File: src/rtl/eag_pkg.sv
// Package: shared widths and addressing-mode codes for the effective
// address generator. Assumes a 16-bit address space addressed by byte.
package eag_pkg;
    localparam int EAG_AW = 16;
    localparam int EAG_BW = 8;

    typedef enum logic [3:0] {
        AM_POSTINC = 4'd0,
        AM_PREDEC  = 4'd1,
        AM_ABS8    = 4'd2,
        AM_ABS16   = 4'd3,
        AM_IMM8    = 4'd4,
        AM_IMM16   = 4'd5,
        AM_IMPL    = 4'd6,
        AM_BITNO   = 4'd7,
        AM_PCREL   = 4'd8,
        AM_MEMIND  = 4'd9
    } eag_mode_e;

    typedef enum logic [1:0] {
        IND_IDLE  = 2'd0,
        IND_FETCH = 2'd1,
        IND_DONE  = 2'd2
    } eag_ind_e;
endpackage

File: src/rtl/eag_autostep.sv
// Auto-increment / auto-decrement path. Post-increment uses the register
// as the address and writes back the stepped value. Pre-decrement steps
// first, then uses and writes back the result. The step is 1 for byte
// operands and 2 for word operands; sums wrap modulo 2^AW. Assumes the
// caller gates the outputs by mode.
module eag_autostep #(
    parameter int AW = 16
) (
    input  logic          is_dec,
    input  logic          size_word,
    input  logic [AW-1:0] reg_val,
    output logic [AW-1:0] addr,
    output logic [AW-1:0] next_val,
    output logic          odd_word
);
    localparam logic [AW-1:0] STEP_B = AW'(1);
    localparam logic [AW-1:0] STEP_W = AW'(2);

    logic [AW-1:0] step;

    // Choose the step size from the operand size.
    always_comb begin
        step = size_word ? STEP_W : STEP_B;
    end

    // Form the address and the write-back value for either direction.
    always_comb begin
        if (is_dec) begin
            next_val = reg_val - step;
            addr     = next_val;
        end else begin
            next_val = reg_val + step;
            addr     = reg_val;
        end
        odd_word = size_word & reg_val[0];
    end
endmodule

File: src/rtl/eag_direct.sv
// Direct address forms: short absolute (forced into the top page),
// long absolute, and PC-relative with a sign-extended byte displacement.
// Assumes pc_val already points 2 bytes past the instruction.
module eag_direct #(
    parameter int AW = 16,
    parameter int BW = 8
) (
    input  logic [BW-1:0] short_off,
    input  logic [AW-1:0] long_addr,
    input  logic [AW-1:0] pc_val,
    output logic [AW-1:0] page_addr,
    output logic [AW-1:0] abs_addr,
    output logic [AW-1:0] rel_addr,
    output logic          rel_odd
);
    localparam int HI = AW - BW;

    logic [AW-1:0] disp_ext;

    // Expand the short offset into the all-ones page.
    always_comb begin
        page_addr = {{HI{1'b1}}, short_off};
        abs_addr  = long_addr;
    end

    // Sign-extend the displacement and add it to the program counter.
    always_comb begin
        disp_ext = {{HI{short_off[BW-1]}}, short_off};
        rel_addr = pc_val + disp_ext;
        rel_odd  = short_off[0];
    end
endmodule

File: src/rtl/eag_imm.sv
// Immediate operand source: byte immediate, word immediate (word size
// only), implicit constant 1 or 2, and a 3-bit bit number taken from the
// second or the fourth instruction byte. Assumes mode decoding upstream.
module eag_imm #(
    parameter int AW = 16,
    parameter int BW = 8
) (
    input  logic [3:0]    mode,
    input  logic          size_word,
    input  logic [BW-1:0] ibyte2,
    input  logic [AW-1:0] ibyte34,
    input  logic          impl_two,
    input  logic          bitno_hi,
    output logic [AW-1:0] imm,
    output logic          illegal
);
    import eag_pkg::*;

    localparam int BITNO_LSB = 4;
    localparam int BITNO_W   = 3;

    logic [BW-1:0]      bsrc;
    logic [BITNO_W-1:0] bitno;

    // Select the byte that holds the bit number and extract it.
    always_comb begin
        bsrc  = bitno_hi ? ibyte34[BW-1:0] : ibyte2;
        bitno = bsrc[BITNO_LSB +: BITNO_W];
    end

    // Choose the immediate value by mode.
    always_comb begin
        imm     = '0;
        illegal = 1'b0;
        case (eag_mode_e'(mode))
            AM_IMM8:  imm = AW'(ibyte2);
            AM_IMM16: begin
                if (size_word) imm = ibyte34;
                else           illegal = 1'b1;
            end
            AM_IMPL:  imm = impl_two ? AW'(2) : AW'(1);
            AM_BITNO: imm = AW'(bitno);
            default:  imm = '0;
        endcase
    end
endmodule

File: src/rtl/eag_ind_fsm.sv
// Memory-indirect fetch sequencer. On a launch it latches the pointer
// address, holds a read request until valid data arrives, then presents
// the data as the branch target with a one-cycle done pulse. Launches
// while busy are dropped. Assumes rd_data is meaningful only with rd_valid.
module eag_ind_fsm #(
    parameter int AW = 16
) (
    input  logic          clk,
    input  logic          rst_n,
    input  logic          launch,
    input  logic [AW-1:0] ptr_addr,
    input  logic          rd_valid,
    input  logic [AW-1:0] rd_data,
    output logic          rd_req,
    output logic [AW-1:0] rd_addr,
    output logic          tgt_done,
    output logic [AW-1:0] tgt_addr,
    output logic          busy
);
    import eag_pkg::*;

    eag_ind_e      state, state_nx;
    logic [AW-1:0] ptr_q;
    logic [AW-1:0] tgt_q;

    // Next-state decision for the fetch sequence.
    always_comb begin
        state_nx = state;
        case (state)
            IND_IDLE:  if (launch) state_nx = IND_FETCH;
            IND_FETCH: if (rd_valid) state_nx = IND_DONE;
            IND_DONE:  state_nx = IND_IDLE;
            default:   state_nx = IND_IDLE;
        endcase
    end

    // State register with synchronous active-low reset.
    always_ff @(posedge clk) begin
        if (!rst_n) state <= IND_IDLE;
        else        state <= state_nx;
    end

    // Capture the pointer on launch and the target on data arrival.
    always_ff @(posedge clk) begin
        if (!rst_n) begin
            ptr_q <= '0;
            tgt_q <= '0;
        end else begin
            if (state == IND_IDLE && launch)    ptr_q <= ptr_addr;
            if (state == IND_FETCH && rd_valid) tgt_q <= rd_data;
        end
    end

    // Drive the handshake and result outputs from state.
    always_comb begin
        rd_req   = (state == IND_FETCH);
        rd_addr  = ptr_q;
        tgt_done = (state == IND_DONE);
        tgt_addr = tgt_q;
        busy     = (state != IND_IDLE);
    end
endmodule

File: src/rtl/eag_top.sv
// Effective address generator top. Decodes the mode code, steers the
// single-cycle address and immediate paths to the outputs (all zero when
// op_start is low), and launches the memory-indirect fetch sequencer.
// Assumes the decoder holds inputs stable for the cycle of op_start.
module eag_top #(
    parameter int AW = eag_pkg::EAG_AW,
    parameter int BW = eag_pkg::EAG_BW
) (
    input  logic          clk,
    input  logic          rst_n,
    input  logic          op_start,
    input  logic [3:0]    mode,
    input  logic          size_word,
    input  logic [AW-1:0] reg_val,
    input  logic [AW-1:0] pc_val,
    input  logic [BW-1:0] ibyte2,
    input  logic [AW-1:0] ibyte34,
    input  logic          impl_two,
    input  logic          bitno_hi,
    output logic [AW-1:0] ea,
    output logic [AW-1:0] imm_out,
    output logic          wb_en,
    output logic [AW-1:0] wb_val,
    output logic          misalign,
    output logic          op_illegal,
    output logic          rd_req,
    output logic [AW-1:0] rd_addr,
    input  logic          rd_valid,
    input  logic [AW-1:0] rd_data,
    output logic          tgt_done,
    output logic [AW-1:0] tgt_addr,
    output logic          busy
);
    import eag_pkg::*;

    eag_mode_e     md;
    logic          sel_step;
    logic [AW-1:0] step_addr, step_next;
    logic          step_odd;
    logic [AW-1:0] page_addr, abs_addr, rel_addr;
    logic          rel_odd;
    logic [AW-1:0] imm_raw;
    logic          imm_bad;

    // Decode which single-cycle path is active.
    always_comb begin
        md       = eag_mode_e'(mode);
        sel_step = (md == AM_POSTINC) || (md == AM_PREDEC);
    end

    eag_autostep #(.AW(AW)) u_step (
        .is_dec    (md == AM_PREDEC),
        .size_word (size_word),
        .reg_val   (reg_val),
        .addr      (step_addr),
        .next_val  (step_next),
        .odd_word  (step_odd)
    );

    eag_direct #(.AW(AW), .BW(BW)) u_direct (
        .short_off (ibyte2),
        .long_addr (ibyte34),
        .pc_val    (pc_val),
        .page_addr (page_addr),
        .abs_addr  (abs_addr),
        .rel_addr  (rel_addr),
        .rel_odd   (rel_odd)
    );

    eag_imm #(.AW(AW), .BW(BW)) u_imm (
        .mode      (mode),
        .size_word (size_word),
        .ibyte2    (ibyte2),
        .ibyte34   (ibyte34),
        .impl_two  (impl_two),
        .bitno_hi  (bitno_hi),
        .imm       (imm_raw),
        .illegal   (imm_bad)
    );

    eag_ind_fsm #(.AW(AW)) u_ind (
        .clk      (clk),
        .rst_n    (rst_n),
        .launch   (op_start && md == AM_MEMIND),
        .ptr_addr (page_addr),
        .rd_valid (rd_valid),
        .rd_data  (rd_data),
        .rd_req   (rd_req),
        .rd_addr  (rd_addr),
        .tgt_done (tgt_done),
        .tgt_addr (tgt_addr),
        .busy     (busy)
    );

    // Steer the effective address by mode.
    always_comb begin
        ea = '0;
        if (op_start) begin
            case (md)
                AM_POSTINC, AM_PREDEC: ea = step_addr;
                AM_ABS8, AM_MEMIND:    ea = page_addr;
                AM_ABS16:              ea = abs_addr;
                AM_PCREL:              ea = rel_addr;
                default:               ea = '0;
            endcase
        end
    end

    // Gate the immediate, write-back and flag outputs by the step strobe.
    always_comb begin
        imm_out    = op_start ? imm_raw : '0;
        op_illegal = op_start & imm_bad;
        wb_en      = op_start & sel_step;
        wb_val     = (op_start && sel_step) ? step_next : '0;
        misalign   = op_start & ((sel_step & step_odd) |
                                 ((md == AM_PCREL) & rel_odd));
    end
endmodule

File: config.mk
export PLATFORM = sky130hd
export DESIGN_NAME = eag_top
export DESIGN_NICKNAME = d
export VERILOG_FILES = /design/src/rtl/eag_pkg.sv /design/src/rtl/eag_autostep.sv /design/src/rtl/eag_direct.sv /design/src/rtl/eag_imm.sv /design/src/rtl/eag_ind_fsm.sv /design/src/rtl/eag_top.sv
export SDC_FILE = /design/constraint.sdc
export NUM_CORES = 1
export LEC_CHECK = 0
export BUFFER_PORTS_ARGS = -buffer_cell sky130_fd_sc_hd__buf_4
export CELL_PAD_IN_SITES_DETAIL_PLACEMENT = 0
export CELL_PAD_IN_SITES_GLOBAL_PLACEMENT = 1
export CORE_ASPECT_RATIO = 0.9
export CORE_MARGIN = 2
export CORE_UTILIZATION = 30
export DETAILED_ROUTE_END_ITERATION = 12
export GPL_ROUTABILITY_DRIVEN = 0
export PLACE_DENSITY_LB_ADDON = 0.1
export SLEW_MARGIN = 20
export SYNTH_ARGS = -nofsm -noshare
export SYNTH_HDL_FRONTEND = slang
export SYNTH_SLANG_ARGS = --single-unit
File: constraint.sdc
create_clock -name clk -period 2.1 [get_ports clk]
set_input_delay 0 -clock clk [delete_from_list [all_inputs] [get_ports clk]]
set_output_delay 0 -clock clk [all_outputs]
set_load 0.005 [all_outputs]
# Word level (Yosys, flattened, before mapping)
# Index checks and enable logic that the tools add are counted.
# op_classes
n_addsub	3
eq_ne	13
n_mux	16
n_bitwise	7
reduce_logical	11
# op_table
operator	count
16-bit case mux with 4 select lines	2
16-bit 2-to-1 mux	6
16-bit adder	2
4-bit by 3-bit == test with 1-bit output (second input constant)	4
16-bit subtractor	1
4-bit by 2-bit == test with 1-bit output (second input constant)	2
4-bit == test (second input constant)	2
2-bit 2-to-1 mux	4
7-bit 2-to-1 mux	1
1-bit AND	6
4-bit by 1-bit == test with 1-bit output (second input constant)	1
1-bit logical AND	4
4-bit logical NOT	1
2-bit by 1-bit != test with 1-bit output (second input constant)	2
2-bit case mux with 2 select lines	1
2-bit OR reduction	2
2-bit by 1-bit == test with 1-bit output (second input constant)	1
2-bit == test (second input constant)	1
2-bit logical NOT	1
1-bit 2-to-1 mux	2
2-bit AND reduction	1
2-bit nonzero test	1
1-bit logical OR	1
1-bit OR	1
# totals
ff_bits	27
inputBits	83
word_cells	53

# Logic depth before layout (Yosys ltp)
# Gate-level depths: netlist of the first run.
# logic_depth
depth_word	5
depth_mapped	9
mapped_depth_nobuf	9

# Hierarchy
# A second synthesis of the first run with hierarchy kept.
# hier_totals
hier_cells	559
hier_area_um2	4317.9
# modules_own_cells
module	n_inst	cells_each	area_per_inst_um2	seq_area_each_um2
eag_ind_fsm	1	150	1371.3	680.7
eag_direct	1	135	997.2	0.0
eag_autostep	1	113	857.1	0.0
eag_top	1	125	817.0	0.0
eag_imm	1	36	275.3	0.0

# Worst setup path before layout of the first run
# No wires, ideal clock.
# synth_path
kind	input port to output port
start	in pc_val[0]
end	out ea[14]
arrival_time_ns	1.636
path_slack_ns	0.464
path_stages	9
path_buffers	0
path_cell_list	ha_1 > inv_1 > fa_1 > nor2b_1 > o31ai_1 > a21boi_0 > a41oi_1 > xor2_1 > o22ai_1
# synth_via
elab_chain_cells	3
# synth_lines
element	line	text
start, declared	eag_top.sv:15	input logic [AW-1:0] pc_val,
16-bit adder	eag_direct.sv:29	rel_addr = pc_val + disp_ext;
16-bit case mux with 4 select lines	eag_top.sv:99	case (md)
16-bit 2-to-1 mux	eag_top.sv:98	if (op_start) begin
end, declared	eag_top.sv:20	output logic [AW-1:0] ea,
# Every way passes these cells.

# Final worst setup path of the first run
# layout_path
start	in reg_val[0]
end	out ea[12]
# layout_via
elab_chain_cells	4
# layout_lines
element	line	text
start, declared	eag_top.sv:14	input logic [AW-1:0] reg_val,
16-bit subtractor	eag_autostep.sv:29	next_val = reg_val - step;
16-bit 2-to-1 mux	eag_autostep.sv:28	if (is_dec) begin
16-bit case mux with 4 select lines	eag_top.sv:99	
16-bit 2-to-1 mux	eag_top.sv:98	
# Every way passes these cells.

==> results.md, run 1 <==
Outcome:
- The run finished with clean final reports.

Placed design:
- The count of input and output buffers is roughly 170.
- In this run, placement finished with an instance count of about 800.
- Detailed placement ended at an HPWL of between 10000 and 15000 um.

GRT:
- The initial antenna violation count came to 0.
- The via count of the first global-routing pass is slightly below 4000.
- The first global-routing pass estimated between 20000 and 25000 um of wire.
- The remaining global-route overflow is 0.
- Entering global routing, the biggest net connects 28 pins.
- Global routing used approximately a fifth of the available tracks.

CTS:
- The tree built by TritonCTS fans out to 27 sinks.
- In this run the number of H-tree levels came out at 1.
- The clock tree from TritonCTS is yes.
- The worst-skew pair later-pin latency is roughly 260 ps.
- The total clock buffers created by CTS is 3.
- The clock-pin slew of the registers on the worst-case setup and hold paths is roughly 60 ps.
- No sink is reached through more buffers than the 2 on the longest clock path.
- The number of post-CTS setup repair buffers is 0.
- The cell chosen for the clock root is clkbuf_16.

Power:
- The worst voltage drop across the vdd grid is between 0.0003 and 0.0004 V.
- The overall power of the completed layout is around 1.7 mW.
- The leakage power figure is 2.29 nW.
- The cell area power density is around 330 nW/um^2.

STA:
- The transition time at the pin with the least slew margin is about 600 ps.
- The headroom to the max-slew limit is approximately three fifths.
- Setup repair after global routing left no endpoint under its margin.
- The final worst-path cycle share is between 90% and 100%.
- The final critical path time including I/O delays and setup is roughly 1900 ps.
- The upper clock frequency limit is 0.513 GHz.
- The max-slew violation count is 0.
- The worst-case clock skew is 3.61 ps.
- Setup violations remaining at the end of the flow were counted as 0.
- In the final timing run, aggregate negative setup slack is 0 ps.
- The number of hold violations in the final report is 0.

Critical path:
- STA puts the critical path data arrival time at between 1500 and 2000 ps.
- The worst setup path is launched from an input port.
- The worst path required time is roughly 2100 ps.
- The path type of the worst setup path is in2out.
- Of all nets on the critical path, the largest fanout is 3.
- The worst setup path is captured at an output port.

Logic synthesis:
- The portion of the post-synthesis area used by sequential elements is ~15%.
- The share of cell area taken by muxes after synthesis is 3.41%.
- Synthesis produced a netlist with a net count of 593.
- The number of different library cells used by synthesis comes to 68.
- After synthesis the netlist holds a flip-flop and latch count of 27.
- For this run, the leading register cell type out of synthesis is dfxtp_1.
- In this run, synthesis inferred 0 flip-flops with an integrated enable.
- The fraction of registers with async set or reset after synthesis is 0%.
- During synthesis, Yosys emitted a total of 0 warnings.
- The largest family of logic cells by synthesized area is simple AND/OR/NAND/NOR gates.
- Sorting the synthesized cells by area gives the leading types as dfxtp_1 15%, ha_1 7.4%, nand2_1 6.8%, xnor2_1 5.9%, nor2_1 4.8%.
- The post-synthesis cell type with the largest combined area is dfxtp_1.
- The area share of the largest cell type after synthesis is between 10% and 20%.
- After Yosys synthesis, XOR and XNOR cells account for under 10% of the synthesized area.
- The mean post-synth cell area is between 7 and 8 sq um.
- Summing the areas of all and, or, nand and nor instances in the mapped netlist gives 30.8% of the synthesized area.
- The synthesized netlist devotes 9.08% of its cell area to adder and majority cells.
- The mapped netlist covers around 3600 sq um.
- The area fraction in compound gates after synthesis is between 20% and 30%.
- In the synthesized netlist, the number of instances is slightly below 500.

Layout:
- Counting the fill cells in the layout gives 1226.
- The repair_antennas step left the layout with diodes totalling 0.
- The fraction of the core area covered by cells at the end of the flow is between 40% and 50%.
- The final net count is 760.
- The layout overhead on the synthesized area is 45.6%.
- The ratio of cells with drive above 1 in the final layout is roughly 35%.
- The post-route non-filler standard cell count is about 810.

Worst hold path:
- The path category of the worst min-delay check is in2reg.

Drt:
- Dividing the detail-routed via count by the number of cells gives 5.12.
- The pre-antenna-repair detailed-routing pass consisted of 6 iterations.
- The DRC marker count from the first detailed-route iteration is between 200 and 300.
- Once detail routing completed, the nets flagged for antenna violations numbered 0.
- Wires add up to roughly 13000 um.
- In the routed design, unresolved DRC markers number 0.
- After detailed routing, the average wire length per cell comes to about 16 um.
- The vias after detailed routing is about 4100.

Floorplan:
- The region available for standard cell placement spans about 11000 sq um.
- The floorplan has 37 rows.
- The die area is 12700 sq um.
- 169 I/O pins were placed.
- The floorplan step set the die width to between 100 and 150 um.
- For this configuration, the core starts out at a cell density of between 30 and 40%.
- The floorplan step set the die height to roughly 110 um.

Job:
- Across the run, the number of max-cap violations was 0.
[layer usage]
layer / part of all wire, % / track usage, % / up-vias
li1: - / - / 2070
met1: 47 / 28.6 / 1909
met2: 46 / 31.7 / 153
met3: 6.6 / 3.07 / 2
met4: 0.23 / 0.935 / 0
met5: 0 / 0 / -
[timing repair]
action                                  in CTS  in global routing
hold buffers                                 5                  0
endpoints found under the hold margin        5                  0
endpoints found under the setup margin       0                  4
resized for setup                            0                 10
[worst paths after layout]
check	slack (ps)	from	end	cells after the start
worst max-delay path	150	reg_val[0]	ea[12]	12
worst min-delay path	2	rd_data[7]	u_ind.tgt_addr[7]	3
worst max register to register	440	u_ind.state[1]	u_ind.rd_addr[3]	5
worst min register to register	470	u_ind.tgt_addr[8]	u_ind.tgt_addr[8]	2
[synth_stat cells, drive strengths merged (4+ instances only)]
cell type and count:
a21boi 21, a21o 5, a21oi 23, a221oi 8, a222oi 5, a22oi 12
a31oi 5, a41oi 4, and2 12, and3 6, buf 19, clkbuf 19
dfxtp 27, ha 21, inv 16, mux2i 11, nand2 65, nand2b 8
nand3 12, nand3b 5, nand4 5, nor2 45, nor2b 16, nor3 6
nor4b 5, o21ai 20, o22ai 6, o31ai 4, or2 4, xnor2 24
xor2 11
[flip-flops by register name (all words and copies together) (netlist names)]
name	cells
u_ind.state	2
u_ind.rd_addr	9
u_ind.tgt_addr	16
[metrics by stage]
| step | worst slack (ps) | hold slack (ps) | area [sq um] |
|---|---|---|---|
| 2_1_floorplan | 464 | 33.4 | 3560 |
| 3_3_place_gp | 84.0 | 247 | 5000 |
| 3_5_place_dp | 48.2 | 256 | 5000 |
| 4_1_cts | 45.2 | 0.713 | 5130 |
| 5_1_grt | 24.5 | 9.35 | 5180 |
| 6_report | 152 | 2.20 | 5180 |
[critical path, stage by stage]
cell and delay [ps]:
buf_4 120, inv_1 90, ha_1 170, fa_1 200
nand4bb_2 140, nor4_2 170, buf_4 160, nor3b_4 200
xor2_1 90, a221oi_1 320, o22ai_1 130, buf_4 150
[cells in the final DEF (no fill, tap or decap), types with 6 or more instances in the layout]
cell type / netlist / final
nand3_1: 12 / 12
a21boi_0: 21 / 21
nand2_1: 64 / 64
a22oi_1: 12 / 12
and2_1: 12 / 12
o21ai_0: 18 / 18
nor2b_1: 16 / 15
a21oi_1: 22 / 22
and3_1: 6 / 6
xnor2_1: 24 / 24
buf_4: 10 / 195
a221oi_1: 8 / 7
nor2_1: 45 / 45
nand2b_1: 8 / 8
ha_1: 21 / 21
mux2i_1: 11 / 11
xor2_1: 11 / 11
dfxtp_1: 27 / 27
o22ai_1: 6 / 6
inv_1: 16 / 16
[logic make-up (layout without fill, tap and decap cells)]
kind of cell	Yosys count	after routing
multiplexers	12	12
AO/OA/AOI/OAI	128	128
XOR/XNOR	35	35
adder cells (fa/ha/maj)	24	24
flip-flops	27	27
AND/OR/NAND/NOR	206	206
buffers and inverters	54	220
[report_power, final]
part | switching, mW | leakage (nW) | internal, mW
Combinational | 0.385 | 2.03 | 0.364
Sequential | 0.00308 | 0.218 | 0.516
Clock | 0.162 | 0.0382 | 0.259
Total | 0.550 | 2.29 | 1.14
[area by class of cell]
type | instances | area, sq um | area share [%]
clock buffers | 4 | 78.8 | 1.52
inverters | 16 | 60.1 | 1.16
multi-input cells | 405 | 2790 | 53.9
flip-flops and latches | 27 | 541 | 10.4
well taps | 156 | 195 | 3.77
repair buffers | 200 | 1510 | 29.2
Note: power is estimated with default switching activity, not from simulation.
==> run 2, diff against run 1 <==
--- a/config.mk
+++ b/config.mk
@@ -13,6 +13,7 @@
 export CORE_UTILIZATION = 30
 export DETAILED_ROUTE_END_ITERATION = 12
 export GPL_ROUTABILITY_DRIVEN = 0
+export HOLD_SLACK_MARGIN = 0.03
 export PLACE_DENSITY_LB_ADDON = 0.1
 export SLEW_MARGIN = 20
 export SYNTH_ARGS = -nofsm -noshare
==> constraint.sdc (replaced) <==
create_clock -name clk -period 2 [get_ports clk]
set_input_delay 0 -clock clk [delete_from_list [all_inputs] [get_ports clk]]
set_output_delay 0 -clock clk [all_outputs]
set_load 0.005 [all_outputs]
==> run 2 against run 1 <==
Global-route usage grew 0.16 points. Flip-flop and latch count is the same. First-iteration DRC count shrank 19%. Clock power grew 6.6%. Clock skew shrank 1.6 ps. Sequential share of layout area shrank 0.68 points. Hold slack gained 40 ps. Cell area grew 7.0%. Non-clock buffer count grew 36. Largest power group unchanged.
==> results.md, run 2 (synthesized netlist as in run 1, its figures left out) <==
Outcome:
- The flow ran to the end, and the final reports show no timing, DRC or antenna violations.

Layout:
- The number of antenna diodes in the final layout is 0.
- Leaving out fill and tap cells, the most frequent cell in the layout is buf_4.
- The register with the most flip-flops in the layout has 16 of them.
- The final net count is 796.
- The post-route non-filler standard cell count is between 800 and 900.
- Compared with the post-synthesis result, the final layout area differs by 55.8%.
- The ratio of cells with drive above 1 in the final layout is between 30% and 40%.
- In the layout the commonest cells are 219 x buf_4, 64 x nand2_1, 45 x nor2_1.
- Summing all flip-flop and latch instances after layout gives 541 sq um.
- Counting the fill cells in the layout gives about 1200.
- The combined area of the multi-input logic cells is approximately 2900 sq um.

Power:
- The clock group share of total power is 24.2%.
- The internal power consumption is ~1.3 mW.
- In this run, flip-flops and latches consume between 20% and 30% of the power.
- Combinational logic is responsible for between 40% and 50% of the overall power.
- For this design the ratio of total power to cell area is roughly 340 nW/um^2.
- The worst voltage drop across the vdd grid is between 0.0003 and 0.0004 V.
- The leakage power figure is 2.46 nW.
- The switching portion of total power is approximately a third.
- In this run the power spent charging and discharging nets is 0.605 mW.

STA:
- The upper clock frequency limit is approximately 0.52 GHz.
- The final setup violation count is 0.
- Setup repair after global routing could not meet its margin everywhere.
- The worst hold margin is 42.3 ps.
- The final worst-path cycle share is 95.5%.
- The worst-case clock skew is ~2 ps.
- The transition time at the pin with the least slew margin is 564 ps.
- The worst pin sits at a relative slew slack of between 60% and 70%.
- The final critical path time including I/O delays and setup is about 1900 ps.
- The max-slew violation count is 0.
- The number of hold violations in the final report came to 0.

Floorplan:
- The area of the core region is roughly 11000 sq um.
- The vertical die dimension is 107 um.
- The die area is around 13000 sq um.
- The floorplan step set the die width to roughly 120 um.
- The count of boundary I/O pins is ~170.
- The initial utilization of the core area, before any placement, comes to between 30% and 40%.
- After floorplanning, the core was divided into 37 placement rows.

Critical path:
- The number of cell instances on the worst register-to-register path is 5.
- The critical register-to-register path endpoint is u_ind.rd_addr[2].
- The slack of the worst reg-to-reg path is around 370 ps.
- The path type of the worst setup path is in2out.
- The sort of element at the start of the critical path is an input port.
- The worst path required time is about 2000 ps.
- The first element of the critical path is ibyte2[7].
- The type of element capturing the critical path is an output port.
- The startpoint identified for the worst register-to-register timing path is u_ind.state[1].
- The highest fanout seen on the critical path is 4.
- STA puts the critical path data arrival time at approximately 1900 ps.

GRT:
- The initial antenna violation count is 0.
- The first global-routing pass estimated 20800 um of wire.
- The combined global-route utilization of all metal layers is between 10% and 20%.
- The via count of the first global-routing pass was just over 4000.
- Entering global routing, the biggest net connects 28 pins.
- The remaining global-route overflow is 0.

Placed design:
- The number of placed instances with taps included is a little over 800.
- The count of input and output buffers is ~170.
- Summed over all nets, the half-perimeter wirelength after detailed placement is about 11000 um.

Worst hold path:
- The path category of the worst min-delay check is in2reg.
- The origin of the worst min-delay path is ibyte2[2].
- Counting instances, the worst hold path has a depth of 3.
- The path with the worst hold slack has its endpoint at u_ind.rd_addr[2].

Drt:
- The first-pass iteration count of the detailed router is 6.
- After detailed routing, the number of vias per cell comes to roughly 5.1.
- In the routed design, unresolved DRC markers number 0.
- After detailed routing, the total wire length is roughly 13000 um.
- The DRC marker count from the first detailed-route iteration is between 200 and 250.
- Dividing the detail-routed wire length by the instance count gives ~16 um.
- Across all layers, the routed design uses 4291 vias.
- The remaining antenna violation count is 0.

CTS:
- After clock tree synthesis, the clock-pin slew on the worst setup and hold paths is about 60 ps.
- The number of clock buffers added by TritonCTS is 3.
- The worst-skew pair later-pin latency is approximately 260 ps.
- In this run the post-CTS setup repair buffer count came out at 0.
- The deepest level of the CTS H-tree is 1.
- No sink is reached through more buffers than the 2 on the longest clock path.
- The clock tree from TritonCTS is yes.
- Clock tree synthesis found a total of 27 sinks.
- In this run the clock root is driven by a clkbuf_16.

Job:
- The number of max-cap violations is 0.
## run 2: cell count changes in the layout (fill, tap and decap cells not counted), sizes merged
cell | before | now
buf | 195 | 219
dlygate4sd3 | 5 | 17
## run 2: area by class of cell
| cell class | count | area share (%) |
|---|---|---|
| multi-input cells | 405 | 51.5 |
| inverters | 16 | 1.08 |
| repair buffers | 236 | 32.7 |
| clock buffers | 4 | 1.42 |
| flip-flops and latches | 27 | 9.76 |
| well taps | 156 | 3.52 |
## run 2: per-stage QoR
step / setup WS [ps] / power (mW) / cell area (sq um) / setup TNS (ps) / util, %
finish: 89.9 / 1.86 / 5540 / 0 / 48.3
global route: -39.3 / 1.99 / 5540 / -59.8 / 48.3
CTS: 4.74 / 1.84 / 5440 / 0 / 47.4
detailed placement: -5.99 / 1.36 / 5180 / -10.6 / 45.1
global placement: 17.6 / 1.36 / 5180 / 0 / 45.1
floorplan: 364 / 0.980 / 3560 / 0 / -
## run 2: layer usage
metal	global-route usage, %	up-vias	part of all wire [%]
met5	0	-	0
met4	1.53	0	0.53
met3	2.54	6	5.4
met2	32.2	124	46
met1	28.8	2013	48
li1	-	2148	-
## run 2: worst max-delay path, stage by stage
cell       delay, ps
buf_4            130
buf_4            130
ha_1             270
and2_1           200
a221oi_2         260
or3b_2           480
o2111ai_2        170
nand3b_1         120
buf_4            150
## run 2: what timing repair did
action                                  4_1_cts  5_1_grt
endpoints found under the hold margin        17        0
resized for setup                             2       23
endpoints found under the setup margin        2       10
hold buffers                                 17        0
pin swaps                                     1        2
## run 2: power groups by stage
stage          Clock, mW  Sequential [mW]  Combinational [mW]
2_1_floorplan          0            0.558               0.423
3_3_place_gp           0            0.557               0.800
3_5_place_dp           0            0.558               0.802
4_1_cts            0.461            0.545               0.836
5_1_grt            0.485            0.546               0.956
6_report           0.450            0.545               0.869
## run 2: worst max path at each step
stage / slack (ps) / cells after the start / end
4_1_cts: 5 / 11 / ea[13]
6_report: 90 / 9 / ea[13]
3_3_place_gp: 20 / 9 / ea[13]
3_5_place_dp: -6 / 12 / ea[12]
5_1_grt: -40 / 12 / ea[12]
2_1_floorplan: 360 / 9 / ea[14]
